--- src/rtl/thermctl_pkg.sv ---
package thermctl_pkg;
  localparam int CH_N    = 4;
  localparam int DATA_W  = 12;
  localparam int ADDR_W  = 3;
  localparam int TH_BIT  = 0;
  localparam int RSV_BIT = 1;
  localparam int EN_LSB  = 2;
  localparam int TRI_BIT = EN_LSB + CH_N;

  typedef struct packed {
    logic            tri_out;
    logic [CH_N-1:0] pwr_up;
  } ctl_cfg_t;
endpackage

--- src/rtl/thermctl_sync.sv ---
module thermctl_sync #(
  parameter int STAGES = 2
) (
  input  logic clk,
  input  logic rst_n,
  input  logic d,
  output logic q
);
  logic [STAGES-1:0] chain_q;
  logic [STAGES-1:0] chain_d;

  generate
    if (STAGES == 1) begin : g_one
      always_comb chain_d = d;
    end else begin : g_many
      always_comb chain_d = {chain_q[STAGES-2:0], d};
    end
  endgenerate

  always_ff @(posedge clk or negedge rst_n) begin
    if (!rst_n) chain_q <= '0;
    else        chain_q <= chain_d;
  end

  assign q = chain_q[STAGES-1];
endmodule

--- src/rtl/thermctl_stage.sv ---
module thermctl_stage
  import thermctl_pkg::*;
#(
  parameter logic [ADDR_W-1:0] CTL_ADDR = '1
) (
  input  logic              clk,
  input  logic              rst_n,
  input  logic              wr_stb,
  input  logic [ADDR_W-1:0] wr_addr,
  input  logic [DATA_W-1:0] wr_data,
  output ctl_cfg_t          act_cfg,
  output logic              commit,
  output logic              commit_th
);
  ctl_cfg_t pend_cfg_q, pend_cfg_d;
  ctl_cfg_t act_cfg_q, act_cfg_d;
  logic     pend_th_q, pend_th_d;
  logic     pend_vld_q, pend_vld_d;
  logic     pend_ld;
  ctl_cfg_t wr_cfg;
  logic     unused_bits;

  assign unused_bits = ^{wr_data[DATA_W-1:TRI_BIT+1], wr_data[RSV_BIT]};

  always_comb begin
    wr_cfg.tri_out = wr_data[TRI_BIT];
    wr_cfg.pwr_up  = wr_data[EN_LSB +: CH_N];
  end

  always_comb begin
    pend_ld    = wr_stb && (wr_addr == CTL_ADDR);
    commit     = wr_stb && pend_vld_q;
    act_cfg_d  = commit  ? pend_cfg_q : act_cfg_q;
    pend_cfg_d = pend_ld ? wr_cfg : pend_cfg_q;
    pend_th_d  = pend_ld ? wr_data[TH_BIT] : pend_th_q;
    pend_vld_d = pend_ld;
  end

  always_ff @(posedge clk or negedge rst_n) begin
    if (!rst_n) begin
      pend_cfg_q <= '0;
      pend_th_q  <= 1'b0;
      pend_vld_q <= 1'b0;
      act_cfg_q  <= '0;
    end else if (wr_stb) begin
      pend_cfg_q <= pend_cfg_d;
      pend_th_q  <= pend_th_d;
      pend_vld_q <= pend_vld_d;
      act_cfg_q  <= act_cfg_d;
    end
  end

  assign act_cfg   = act_cfg_q;
  assign commit_th = pend_th_q;
endmodule

--- src/rtl/thermctl_latch.sv ---
module thermctl_latch (
  input  logic clk,
  input  logic rst_n,
  input  logic hot,
  input  logic commit,
  input  logic commit_th,
  output logic flag
);
  logic flag_q, flag_d, flag_en, clr_req;

  always_comb begin
    clr_req = commit && !commit_th;
    flag_en = hot || clr_req;
    flag_d  = hot;
  end

  always_ff @(posedge clk or negedge rst_n) begin
    if (!rst_n)       flag_q <= 1'b0;
    else if (flag_en) flag_q <= flag_d;
  end

  assign flag = flag_q;
endmodule

--- src/rtl/thermctl_outmap.sv ---
module thermctl_outmap
  import thermctl_pkg::*;
(
  input  ctl_cfg_t          cfg,
  input  logic              flag,
  output logic [CH_N-1:0]   ch_en,
  output logic              hiz_sel,
  output logic              pwr_down,
  output logic              alarm_n,
  output logic [DATA_W-1:0] rd_word
);
  genvar gi;
  generate
    for (gi = 0; gi < CH_N; gi++) begin : g_ch
      assign ch_en[gi] = cfg.pwr_up[gi] && !flag;
    end
  endgenerate

  always_comb begin
    hiz_sel  = cfg.tri_out;
    pwr_down = flag || (cfg.pwr_up == '0);
    alarm_n  = !flag;
    rd_word                    = '0;
    rd_word[TH_BIT]            = flag;
    rd_word[EN_LSB +: CH_N]    = cfg.pwr_up;
    rd_word[TRI_BIT]           = cfg.tri_out;
  end
endmodule

--- src/rtl/thermctl_top.sv ---
module thermctl_top
  import thermctl_pkg::*;
#(
  parameter int                SYNC_STAGES = 2,
  parameter logic [ADDR_W-1:0] CTL_ADDR    = '1
) (
  input  logic              clk,
  input  logic              rst_n,
  input  logic              wr_stb,
  input  logic [ADDR_W-1:0] wr_addr,
  input  logic [DATA_W-1:0] wr_data,
  input  logic              over_temp,
  output logic [CH_N-1:0]   ch_en,
  output logic              hiz_sel,
  output logic              pwr_down,
  output logic              alarm_n,
  output logic [DATA_W-1:0] ctl_rdata
);
  logic [1:0] rst_pipe_q;
  logic       rst_int_n;
  logic       hot;
  logic       commit, commit_th, flag;
  ctl_cfg_t   act_cfg;

  always_ff @(posedge clk or negedge rst_n) begin
    if (!rst_n) rst_pipe_q <= '0;
    else        rst_pipe_q <= {rst_pipe_q[0], 1'b1};
  end
  assign rst_int_n = rst_pipe_q[1];

  thermctl_sync #(.STAGES(SYNC_STAGES)) u_sync (
    .clk(clk), .rst_n(rst_int_n), .d(over_temp), .q(hot)
  );

  thermctl_stage #(.CTL_ADDR(CTL_ADDR)) u_stage (
    .clk(clk), .rst_n(rst_int_n), .wr_stb(wr_stb), .wr_addr(wr_addr),
    .wr_data(wr_data), .act_cfg(act_cfg), .commit(commit), .commit_th(commit_th)
  );

  thermctl_latch u_latch (
    .clk(clk), .rst_n(rst_int_n), .hot(hot), .commit(commit),
    .commit_th(commit_th), .flag(flag)
  );

  thermctl_outmap u_out (
    .cfg(act_cfg), .flag(flag), .ch_en(ch_en), .hiz_sel(hiz_sel),
    .pwr_down(pwr_down), .alarm_n(alarm_n), .rd_word(ctl_rdata)
  );
endmodule

--- config.mk ---
export PLATFORM = sky130hd
export DESIGN_NAME = thermctl_top
export DESIGN_NICKNAME = d
export VERILOG_FILES = /design/src/rtl/thermctl_pkg.sv /design/src/rtl/thermctl_sync.sv /design/src/rtl/thermctl_stage.sv /design/src/rtl/thermctl_latch.sv /design/src/rtl/thermctl_outmap.sv /design/src/rtl/thermctl_top.sv
export SDC_FILE = /design/constraint.sdc
export NUM_CORES = 1
export LEC_CHECK = 0
export BUFFER_PORTS_ARGS = -buffer_cell sky130_fd_sc_hd__buf_2
export CAP_MARGIN = 20
export CORE_UTILIZATION = 42
export DETAILED_ROUTE_END_ITERATION = 8
export GPL_TIMING_DRIVEN = 0
export PLACE_DENSITY = 0.76
export SKIP_LAST_GASP = 1
export SYNTH_ARGS = -nofsm -noshare
export SYNTH_HDL_FRONTEND = slang
export SYNTH_SLANG_ARGS = --single-unit
--- constraint.sdc ---
create_clock -name clk -period 0.8 [get_ports clk]
set_input_delay 0.12 -clock clk [delete_from_list [all_inputs] [get_ports clk]]
set_output_delay 0.12 -clock clk [all_outputs]
set_load 0.01 [all_outputs]
* Yosys cells after proc, flatten, opt, wreduce, memory -nomap -nowiden
Cells that the tools add are included.
Cells by class: reductions and logical operators 14, shift-type cells 0, bitwise operators 0, magnitude comparators 0, $mul 0, divide/modulo/power cells 0, multiplexer cells 0, add/sub/neg operators 0, equal/unequal tests 1
Operators with widths (count):
- 1-bit logical AND | 7
- 4-bit zero test | 1
- 2-bit AND reduction | 2
- 3-bit == test, second input constant | 1
- 1-bit zero test | 2
- 1-bit logical OR | 2
Word-level totals: bits in read-only memories 0, output and inout bits 19, RAM bits 0, memories 0, register bits after elaboration 17, logic and storage cells 24, input bits 19, bits in latches 0

* Logic depth before layout (Yosys ltp)
Gate-level depths: netlist of the first run.
word-level depth 3, mapped depth 2, mapped depth without buffers 2

* Cells and area by module
Synthesis of the first run repeated with hierarchy kept, for this count alone.
Second synthesis, totals: cell total of the unflattened synthesis 56, area total of the unflattened synthesis 742.0 um2
Modules (own cells, without submodules):
- thermctl_stage | area an instance 452.9 um2, times used 1, cells an instance 28, sequential area each 300.3 um2
- thermctl_outmap | area an instance 146.4 um2, times used 1, cells an instance 20, sequential area each 0.0 um2
- thermctl_top | area an instance 53.8 um2, times used 1, cells an instance 3, sequential area each 50.0 um2
- thermctl_sync | area an instance 50.0 um2, times used 1, cells an instance 2, sequential area each 50.0 um2
- thermctl_latch | area an instance 38.8 um2, times used 1, cells an instance 3, sequential area each 25.0 um2

* Worst setup path after synthesis of the first run
Ideal clock, no wire load.
path type register -> output, start register u_stage.act_cfg_q, in the netlist u_stage.act_cfg[0], end output port pwr_down, path buffers 0, cell stages (with the launch flop) 2, path slack -0.288 ns, arrival time 0.968 ns, required time 0.680 ns, cells stage by stage dfrtp_1 o41ai_1
On the way: word-level cells in the longest chain between the ends 2
RTL lines:
- start: declaration | line thermctl_stage.sv:16 | ctl_cfg_t act_cfg_q, act_cfg_d;
- start signal: assignment | line thermctl_stage.sv:49 | act_cfg_q <= act_cfg_d;
- 4-bit zero test | line thermctl_outmap.sv:21 | pwr_down = flag || (cfg.pwr_up == '0);
- 1-bit logical OR | line thermctl_outmap.sv:21
- end: declaration | line thermctl_top.sv:15 | output logic pwr_down,
Every way passes these cells.

* Final worst setup path of the first run
Same ends and word-level chain as after synthesis.

==> summary.md, run 1 <==
| Metric | Value |
|---|---|
| Outcome | finished, violations left |
| Failing checks | setup timing |
| Max VDD drop | 1.36 mV |
| Initial Utilization | 0.456 |
| Core Area | 1520 sq um |
| Seq cells post-synth | 17 |
| Vias per Instance | 4.50 |
| Avg Cell Area, Syn | 13.9 sq um |
| ANT cells | 0 |
| TNS Setup | -4.68 ns |
| Max-slew violation count | 0 |
| Final HPWL from detailed placement | 889 um |
| PD cells | 2460 nW/um^2 |
| Slowest cell delay on critical path | 0.45 ns |
| Setup CP Type | flop to output port |
| Io pins | 38 |
| Post-layout nets | 110 |
| Crit share post-route | 1.68 |
| Worst setup margin | -0.546 ns |
| DRC | 0 |
| Fin crit period | 1.35 ns |
| Row count | 14 |
| Die outline area | 1820 sq um |
| Post-Synth Simple-Gate Area | 0.0703 |
| Global-route wire length before repair | 2.01 mm |
| CTS Sinks | 17 |
| Post-synthesis cell type count | 12 |
| Final wirelength | 1.21 mm |
| Clock Skew | 0.00579 ns |
| Yosys warning count | 0 |
| Vias in the first global route | 469 |
| Register area share after synthesis | 0.613 |
| Synth area leader | dfrtp_1 |
| Worst path slowest cell | dfrtp_2 |
| Total gr overflow | 0 |
| Cells after Synth | 50 |
| Critical Path End Type | output port |
| Critical Path RT | 0.68 ns |
| CTS root buf | clkbuf_4 |
| Fin. Hold Viols | 0 |
| Min Hold Slack | 0.0596 ns |
| Clock-pin slew on the worst setup and hold paths | 0.09 ns |
| CTS tree | built |
| Worst skew pair latency | 0.28 ns |
| Synth Area in Adders | 0 |
| Crit-path max FO | 4 |
| Via count | 477 |
| Cts bufs inserted | 3 |
| RSZ-0062 raised after global routing | true |
| ANT nets after route | 0 |
| Worst Path Arrival | 1.23 ns |
| GRT Total Usage | 0.153 |
| Max frequency | 743 MHz |
| H-tree Lvls | 1 |
| Pin count of the biggest net entering global routing | 16 |
| Drt first-iter violations | 3 |
| Top cells by area, synth | dfrtp_1 (61%), mux2_2 (18%), buf_4 (8.6%), nor2b_1 (3.6%), nand4_2 (1.8%) |
| Compound-Gate Fraction of Synth Area | 0.0306 |
| P_leak | 0.536 nW |
| Mux cell area share after synthesis | 0.178 |
| Utilization after layout | 0.676 |
| Worst path cell trace | o41ai_4, buf_2 |
| Max cap viols | 0 |
| Mapped cell area | 694 sq um |
| 1st-pass router iterations | 3 |
| I/O Buffers | 25 |
| Initial antenna violation count | 0 |
| Syn-to-layout area delta | 48.3% |
| Post-synthesis xor/xnor area fraction | 0 |
| Hold Path Class | input port to flop |
| Vert. Die Dim | 42.7 um |
| Die X | 42.7 um |
| RePlAce Congestion | 0.632 |
| Bufs on Longest Clock Path | 2 |
| Flop2flop setup slack | -0.17 ns |
| Largest family of logic cells by synthesized area | multiplexers |
| CP startpoint kind | flop |
| WL per Instance | 11.4 um |
| Setup violators final | 19 |
| Yosys top cell area share | 0.613 |
| Share of cells above drive strength 1 | 0.689 |
[metal layers]
layer	part of all wire	global-route usage	vias to the layer above
li1	-	-	232
met1	0.41	0.184	225
met3	0.047	0.0383	2
met4	0.0091	0.0750	0
met5	0	0	-
met2	0.53	0.255	18
[synthesized netlist by cell type]
cell type  instances
dfrtp_1           17
mux2_2            11
buf_4              8
nor2b_1            4
conb_1             2
inv_1              2
a21o_1             1
nand2_1            1
nand3b_1           1
nand4_2            1
o21ai_0            1
o41ai_1            1
[path summary, 6_finish.rpt]
| check | startpoint | to | cells past startpoint |
|---|---|---|---|
| max | u_stage.act_cfg[0] | pwr_down | 2 |
| min | wr_data[6] | u_stage.pend_cfg_q[4] | 2 |
| max reg2reg | u_stage.pend_vld_q | u_stage.act_cfg[3] | 2 |
| min reg2reg | rst_pipe_q[1] | u_stage.act_cfg[4] | 0 |
| max in group asynchronous | rst_pipe_q[1] | u_stage.act_cfg[3] | 0 |
| min in group asynchronous | rst_n | rst_pipe_q[0] | 2 |
[where the power goes]
group          switching (W)  internal [W]  total, W
registers           0.000206       0.00107   0.00127
logic               0.000254      0.000567  0.000821
clock network       0.000247      0.000193  0.000440
[registers in the layout, summed over array words and instances (netlist names)]
name	flops
u_stage.pend_vld_q	1
rst_pipe_q	2
u_stage.commit_th	1
u_latch.flag	1
u_stage.act_cfg	5
u_sync.chain_q	2
u_stage.pend_cfg_q	5
[area by class of cell]
type / count / area, sq um
sequential: 17 / 433
multi-input combinational: 28 / 265
fill: 117 / 494
timing repair buffer: 31 / 210
inverter: 2 / 7.51
buffer: 8 / 67.6
clock buffer: 4 / 26.3
tap: 16 / 20.0
[cells by family after synthesis]
| group | after synthesis |
|---|---|
| AO/OA/AOI/OAI | 3 |
| buffers and inverters | 10 |
| flip-flops | 17 |
| multiplexers | 11 |
| other | 2 |
| AND/OR/NAND/NOR | 7 |
[metrics by stage]
stage	cell area, sq um	setup WS [ns]	instances	total power [W]
2_1_floorplan	736	-0.143	55	0.00157
3_3_place_gp	881	-0.236	96	0.00179
3_5_place_dp	881	-0.241	96	0.00181
4_1_cts	1000	-0.553	104	0.00244
5_1_grt	1030	-0.564	106	0.00267
6_report	1030	-0.546	106	0.00253
[what timing repair did]
| action | CTS | global route |
|---|---|---|
| resized for setup | 14 | 8 |
| buffers inserted | 2 | 2 |
| endpoints found under the hold margin | 3 | 0 |
| endpoints found under the setup margin | 19 | 21 |
| pin swaps | 2 | 3 |
| hold buffers | 2 | 0 |
[cells in the final DEF, fill, tap and decap left out]
cell	count
nand4_2	1
clkbuf_4	3
o21ai_1	1
buf_4	9
a21o_1	1
clkbuf_1	1
dfrtp_2	6
dlygate4sd3_1	2
mux2_2	6
nand3b_1	1
nor2b_1	4
mux2_4	5
o41ai_4	1
nand2_4	1
buf_6	8
inv_2	2
conb_1	7
buf_2	20
dfrtp_1	11
[critical path: cells and delay by family, from the launching register on]
| kind | cells | cell delay (ns) |
|---|---|---|
| AO/OA/AOI/OAI | 1 | 0.31 |
| buffers and inverters | 1 | 0.18 |
| flip-flops | 1 | 0.45 |
(Power assumes the default switching activity.)
==> run 2, diff against run 1 <==
==> constraint.sdc (replaced) <==
create_clock -name clk -period 1.35 [get_ports clk]
set_input_delay 0.2025 -clock clk [delete_from_list [all_inputs] [get_ports clk]]
set_output_delay 0.2025 -clock clk [all_outputs]
set_load 0.01 [all_outputs]
==> run 2 against run 1 <==
The flow still finishes with violations (setup timing). Largest power group unchanged. Power shrank 47%. Via count is 1.3% higher. Setup slack improved by 0.51 ns. Highest routed layer unchanged. Critical endpoint unchanged.
==> summary.md, run 2 (synthesis gave the netlist of run 1 again) <==
| Metric | Value |
|---|---|
| Outcome | finished, violations left |
| Failing checks | setup timing |
| 1st-pass router iterations | 2 |
| Die outline area | 1820 sq um |
| PD cells | 1430 nW/um^2 |
| Syn-to-layout area delta | 33.7% |
| FF-to-FF path depth | 2 |
| Worst relative slew slack | 0.620 |
| Hold EP | u_stage.pend_cfg_q[4] |
| Worst setup margin | -0.0369 ns |
| Row count | 14 |
| CP startpoint kind | flop |
| Share of cells above drive strength 1 | 0.591 |
| Crit path buffers/inverters | 1 |
| Post-layout nets | 108 |
| Critical hold path startpoint | wr_data[6] |
| Pin count of the biggest net entering global routing | 16 |
| RSZ-0062 raised after global routing | true |
| Crit path from | u_stage.act_cfg[0] |
| Worst Max-Slew Pin Slew | 0.570 ns |
| Most common cell after layout, fill and taps aside | buf_2 |
| GRT Total Usage | 0.136 |
| Final HPWL from detailed placement | 777 um |
| Crit share post-route | 1.03 |
| WL per Instance | 9.74 um |
| Flop2flop setup slack | 0.29 ns |
| Max frequency | 721 MHz |
| Worst path slowest cell | dfrtp_1 |
| Core Area | 1520 sq um |
| Clock Skew | 0.00514 ns |
| I/O Buffers | 25 |
| Global-route wire length before repair | 1.75 mm |
| Utilization after layout | 0.609 |
| ANT nets after route | 0 |
| Final Power | 0.00133 W |
| Vert. Die Dim | 42.7 um |
| Hold path cells | 2 |
| CTS root buf | clkbuf_4 |
| Max cap viols | 0 |
| Worst path cell trace | o41ai_2, buf_2 |
| Fin. Hold Viols | 0 |
| Bufs on Longest Clock Path | 2 |
| Via count | 483 |
| CTS Sinks | 17 |
| Worst Path Arrival | 1.18 ns |
| Crit-path max FO | 2 |
| Hold Path Class | input port to flop |
| Drt first-iter violations | 1 |
| P_leak | 0.490 nW |
| ANT cells | 0 |
| Setup violators final | 1 |
| Initial antenna violation count | 0 |
| Initial Utilization | 0.456 |
| H-tree Lvls | 1 |
| Family with the most delay on the worst path | flip-flops |
| Reg-to-Reg Start | u_stage.pend_vld_q |
| Io pins | 38 |
| Final wirelength | 1.01 mm |
| Clock-pin slew on the worst setup and hold paths | 0.10 ns |
| Filler cell count | 138 |
| Critical Path End Type | output port |
| Max-slew violation count | 0 |
| Critical Path RT | 1.15 ns |
| Vias per Instance | 4.64 |
| Die X | 42.7 um |
| Slowest cell delay on critical path | 0.40 ns |
| Cts bufs inserted | 3 |
| Total gr overflow | 0 |
| Worst skew pair latency | 0.29 ns |
| DRC | 0 |
| Min Hold Slack | 0.139 ns |
| Vias in the first global route | 407 |
| Max VDD drop | 0.997 mV |
| Commonest cells after routing, fill and taps aside | buf_2 (25), dfrtp_1 (17), mux2_2 (11) |
| Setup CP Type | flop to output port |
| CTS tree | built |
| RePlAce Congestion | 0.694 |
| Worst flop-to-flop path endpoint | u_stage.act_cfg[0] |
| Fin crit period | 1.39 ns |
==> run 2: worst max-delay path by stage <==
stage / cells after the start / slack (ns) / endpoint
6_report: 2 / -0.04 / pwr_down
5_1_grt: 2 / -0.13 / pwr_down
2_1_floorplan: 1 / 0.18 / pwr_down
3_5_place_dp: 2 / 0.23 / pwr_down
4_1_cts: 2 / -0.05 / pwr_down
3_3_place_gp: 2 / 0.25 / pwr_down
==> run 2: final cells by class <==
| type | instances | area (sq um) | area share |
|---|---|---|---|
| buffer | 8 | 60.1 | 0.0647 |
| clock buffer | 3 | 22.5 | 0.0243 |
| clock inverter | 1 | 5.00 | 0.00539 |
| inverter | 2 | 7.51 | 0.00809 |
| multi-input combinational | 28 | 228 | 0.245 |
| sequential | 17 | 425 | 0.458 |
| tap | 16 | 20.0 | 0.0216 |
| timing repair buffer | 29 | 160 | 0.173 |
==> run 2: timing repair <==
| action | in CTS | in global routing |
|---|---|---|
| pin swaps | 0 | 0 |
| setup endpoints to repair | 1 | 2 |
| buffers inserted | 2 | 0 |
| hold buffers | 1 | 1 |
| resized for setup | 1 | 0 |
| endpoints found under the hold margin | 2 | 1 |
==> run 2: metrics by stage <==
stage | TNS (ns) | instance area, sq um | worst slack (ns) | instances
4_1_cts | -0.0523 | 918 | -0.0523 | 103
2_1_floorplan | 0 | 713 | 0.180 | 55
3_5_place_dp | 0 | 858 | 0.228 | 96
5_1_grt | -0.135 | 928 | -0.131 | 104
3_3_place_gp | 0 | 858 | 0.253 | 96
6_report | -0.0369 | 928 | -0.0369 | 104
==> run 2: routing by layer <==
layer / global-route usage / share of wire
met4: 0.0750 / 0.020
met1: 0.173 / 0.43
met2: 0.200 / 0.47
met3: 0.0511 / 0.073
met5: 0 / 0
==> run 2: power by group <==
group / switching (W) / leakage (nW) / total (W) / internal, W
clock network: 0.000154 / 0.0177 / 0.000264 / 0.000110
registers: 0.0000873 / 0.203 / 0.000709 / 0.000621
logic: 0.000134 / 0.269 / 0.000358 / 0.000224
==> run 3, diff against run 2 <==
--- a/config.mk
+++ b/config.mk
@@ -7,11 +7,12 @@
 export LEC_CHECK = 0
 export BUFFER_PORTS_ARGS = -buffer_cell sky130_fd_sc_hd__buf_2
 export CAP_MARGIN = 20
-export CORE_UTILIZATION = 42
+export CORE_UTILIZATION = 45
 export DETAILED_ROUTE_END_ITERATION = 8
 export GPL_TIMING_DRIVEN = 0
-export PLACE_DENSITY = 0.76
+export PLACE_DENSITY = 0.81
 export SKIP_LAST_GASP = 1
 export SYNTH_ARGS = -nofsm -noshare
 export SYNTH_HDL_FRONTEND = slang
 export SYNTH_SLANG_ARGS = --single-unit
+export TNS_END_PERCENT = 50
==> constraint.sdc (replaced) <==
create_clock -name clk -period 1.7 [get_ports clk]
set_input_delay 0.255 -clock clk [delete_from_list [all_inputs] [get_ports clk]]
set_output_delay 0.255 -clock clk [all_outputs]
set_load 0.01 [all_outputs]
==> run 3 against run 2 <==
The flow now finishes without violations. Setup slack improved by 0.26 ns. Non-clock buffer count decreased by 3. Flip-flop and latch count unchanged. Highest routed layer is now met3. Core utilization increased by 4.5 points. Critical path depth unchanged. Sequential power decreased by 21%. Wire length increased by 6.2%. Combinational power decreased by 30%. Power decreased by 24%. Largest power group unchanged. First-iteration DRC count unchanged. Clock-buffer cell count increased by 1.
==> summary.md, run 3 (synthesis gave the netlist of run 1 again) <==
| Metric | Value |
|---|---|
| Fin. Hold Viols | 0 |
| Final HPWL from detailed placement | 872 um |
| CTS tree | built |
| Worst relative slew slack | 0.620 |
| Initial Utilization | 0.508 |
| Drt first-iter violations | 1 |
| Internal power | 0.000737 W |
| Post-layout nets | 105 |
| Die outline area | 1700 sq um |
| DRC | 0 |
| Die X | 41.3 um |
| Final Cell Area | 893 sq um |
| ANT nets after route | 0 |
| Setup violators final | 0 |
| Global-route wire length before repair | 1.67 mm |
| Worst path slowest cell | dfrtp_1 |
| Vias per Instance | 4.47 |
| Worst path cell trace | o41ai_1, buf_2 |
| Filler cell count | 123 |
| WL per Instance | 10.8 um |
| # hold bufs at CTS | 1 |
| Clk network pwr share | 0.201 |
| Initial antenna violation count | 0 |
| Slowest cell delay on critical path | 0.41 ns |
| DP Area | 857 sq um |
| Vert. Die Dim | 41.3 um |
| TNS Setup | 0 ns |
| Most common cell after layout, fill and taps aside | buf_2 |
| RePlAce Congestion | 0.671 |
| Worst skew pair latency | 0.28 ns |
| PD cells | 1140 nW/um^2 |
| Sequential share of power | 0.552 |
| RSZ-0062 raised after global routing | false |
| Clock-pin slew on the worst setup and hold paths | 0.09 ns |
| CTS Sinks | 17 |
| Min Hold Slack | 0.0805 ns |
| Max-slew violation count | 0 |
| CP startpoint kind | flop |
| Max VDD drop | 0.642 mV |
| 1st-pass router iterations | 2 |
| Share of cells above drive strength 1 | 0.565 |
| ANT cells | 0 |
| Critical Path End Type | output port |
| Final wirelength | 1.08 mm |
| Pin count of the biggest net entering global routing | 16 |
| Post-cts resize count | 0 |
| Io pins | 38 |
| Core Area | 1370 sq um |
| Postcts setup bufs | 0 |
| Total gr overflow | 0 |
| Via count | 447 |
| CTS root buf | clkbuf_4 |
| Max cap viols | 0 |
| Setup CP Type | flop to output port |
| Commonest cells after routing, fill and taps aside | buf_2 (25), dfrtp_1 (17), mux2_2 (11) |
| H-tree Lvls | 1 |
| Syn-to-layout area delta | 28.6% |
| Psw | 0.000278 W |
| Switching Fraction | 0.274 |
| Fin crit period | 1.48 ns |
| Outcome | finished, final reports clean |
| Worst Max-Slew Pin Slew | 0.570 ns |
| Crit path buffers/inverters | 1 |
| Clock Skew | 0.00265 ns |
| Max frequency | 676 MHz |
| Cts bufs inserted | 3 |
| Crit share post-route | 0.871 |
| GRT Total Usage | 0.159 |
| Critical Path RT | 1.44 ns |
| P_leak | 0.471 nW |
| Worst Path Arrival | 1.23 ns |
| Row count | 13 |
| Crit-path max FO | 4 |
| Bufs on Longest Clock Path | 2 |
| Hold Path Class | input port to flop |
| Family with the most delay on the worst path | flip-flops |
| I/O Buffers | 25 |
| Vias in the first global route | 420 |
| Comb power frac | 0.247 |
-- run 3: cell count changes in the layout (fill, tap and decap cells not counted) --
cell           before  now
o41ai_1             0    1
dlygate4sd3_1       2    1
clkbuf_1            0    1
o41ai_2             1    0
clkinv_2            1    0
buf_4              10    8
-- run 3: path summary, 6_finish.rpt --
check | start | to | slack (ns) | cells after the start
setup / recovery | u_stage.act_cfg[0] | pwr_down | 0.22 | 2
hold / removal | over_temp | u_sync.chain_q[0] | 0.08 | 1
setup reg to reg | u_stage.pend_vld_q | u_stage.act_cfg[3] | 0.62 | 2
hold reg to reg | rst_pipe_q[1] | u_stage.act_cfg[4] | 0.24 | 0
max in group asynchronous | rst_pipe_q[1] | u_stage.commit_th | 1.09 | 0
min in group asynchronous | rst_pipe_q[1] | u_stage.act_cfg[4] | 0.24 | 0
-- run 3: worst register-to-register path: stages (launching register included) --
cell	delay (ns)
dfrtp_1	0.41
nand2_1	0.19
mux2_2	0.37
-- run 3: area by class of cell --
class                      count  area [sq um]  share of cell area
timing repair buffer          26           135               0.151
buffer                         8          60.1              0.0672
multi-input combinational     28           220               0.246
inverter                       2          7.51             0.00840
sequential                    17           425               0.476
clock buffer                   4          26.3              0.0294
tap                           15          18.8              0.0210
-- run 3: layer usage --
layer  up-vias  routed length, um  GRT usage
li1        222                  -          -
met1       207                441      0.169
met2        18                569      0.285
met3         0                 65     0.0489
met4         0                  0     0.0726
met5         -                  0          0
-- run 3: power groups by stage --
stage | clock network (W) | registers, W | logic [W]
2_1_floorplan | 0 | 0.000581 | 0.000133
3_3_place_gp | 0 | 0.000565 | 0.000242
3_5_place_dp | 0 | 0.000572 | 0.000251
4_1_cts | 0.000217 | 0.000562 | 0.000253
5_1_grt | 0.000232 | 0.000578 | 0.000281
6_report | 0.000204 | 0.000560 | 0.000250
-- run 3: per-stage QoR --
| step | utilization | worst slack [ns] | std cells | total power [W] |
|---|---|---|---|---|
| finish | 0.654 | 0.220 | 100 | 0.00101 |
| global route | 0.654 | 0.124 | 100 | 0.00109 |
| CTS | 0.654 | 0.188 | 100 | 0.00103 |
| detailed placement | 0.627 | 0.527 | 95 | 0.000823 |
| global placement | 0.627 | 0.553 | 95 | 0.000807 |
| floorplan | - | 0.477 | 55 | 0.000714 |
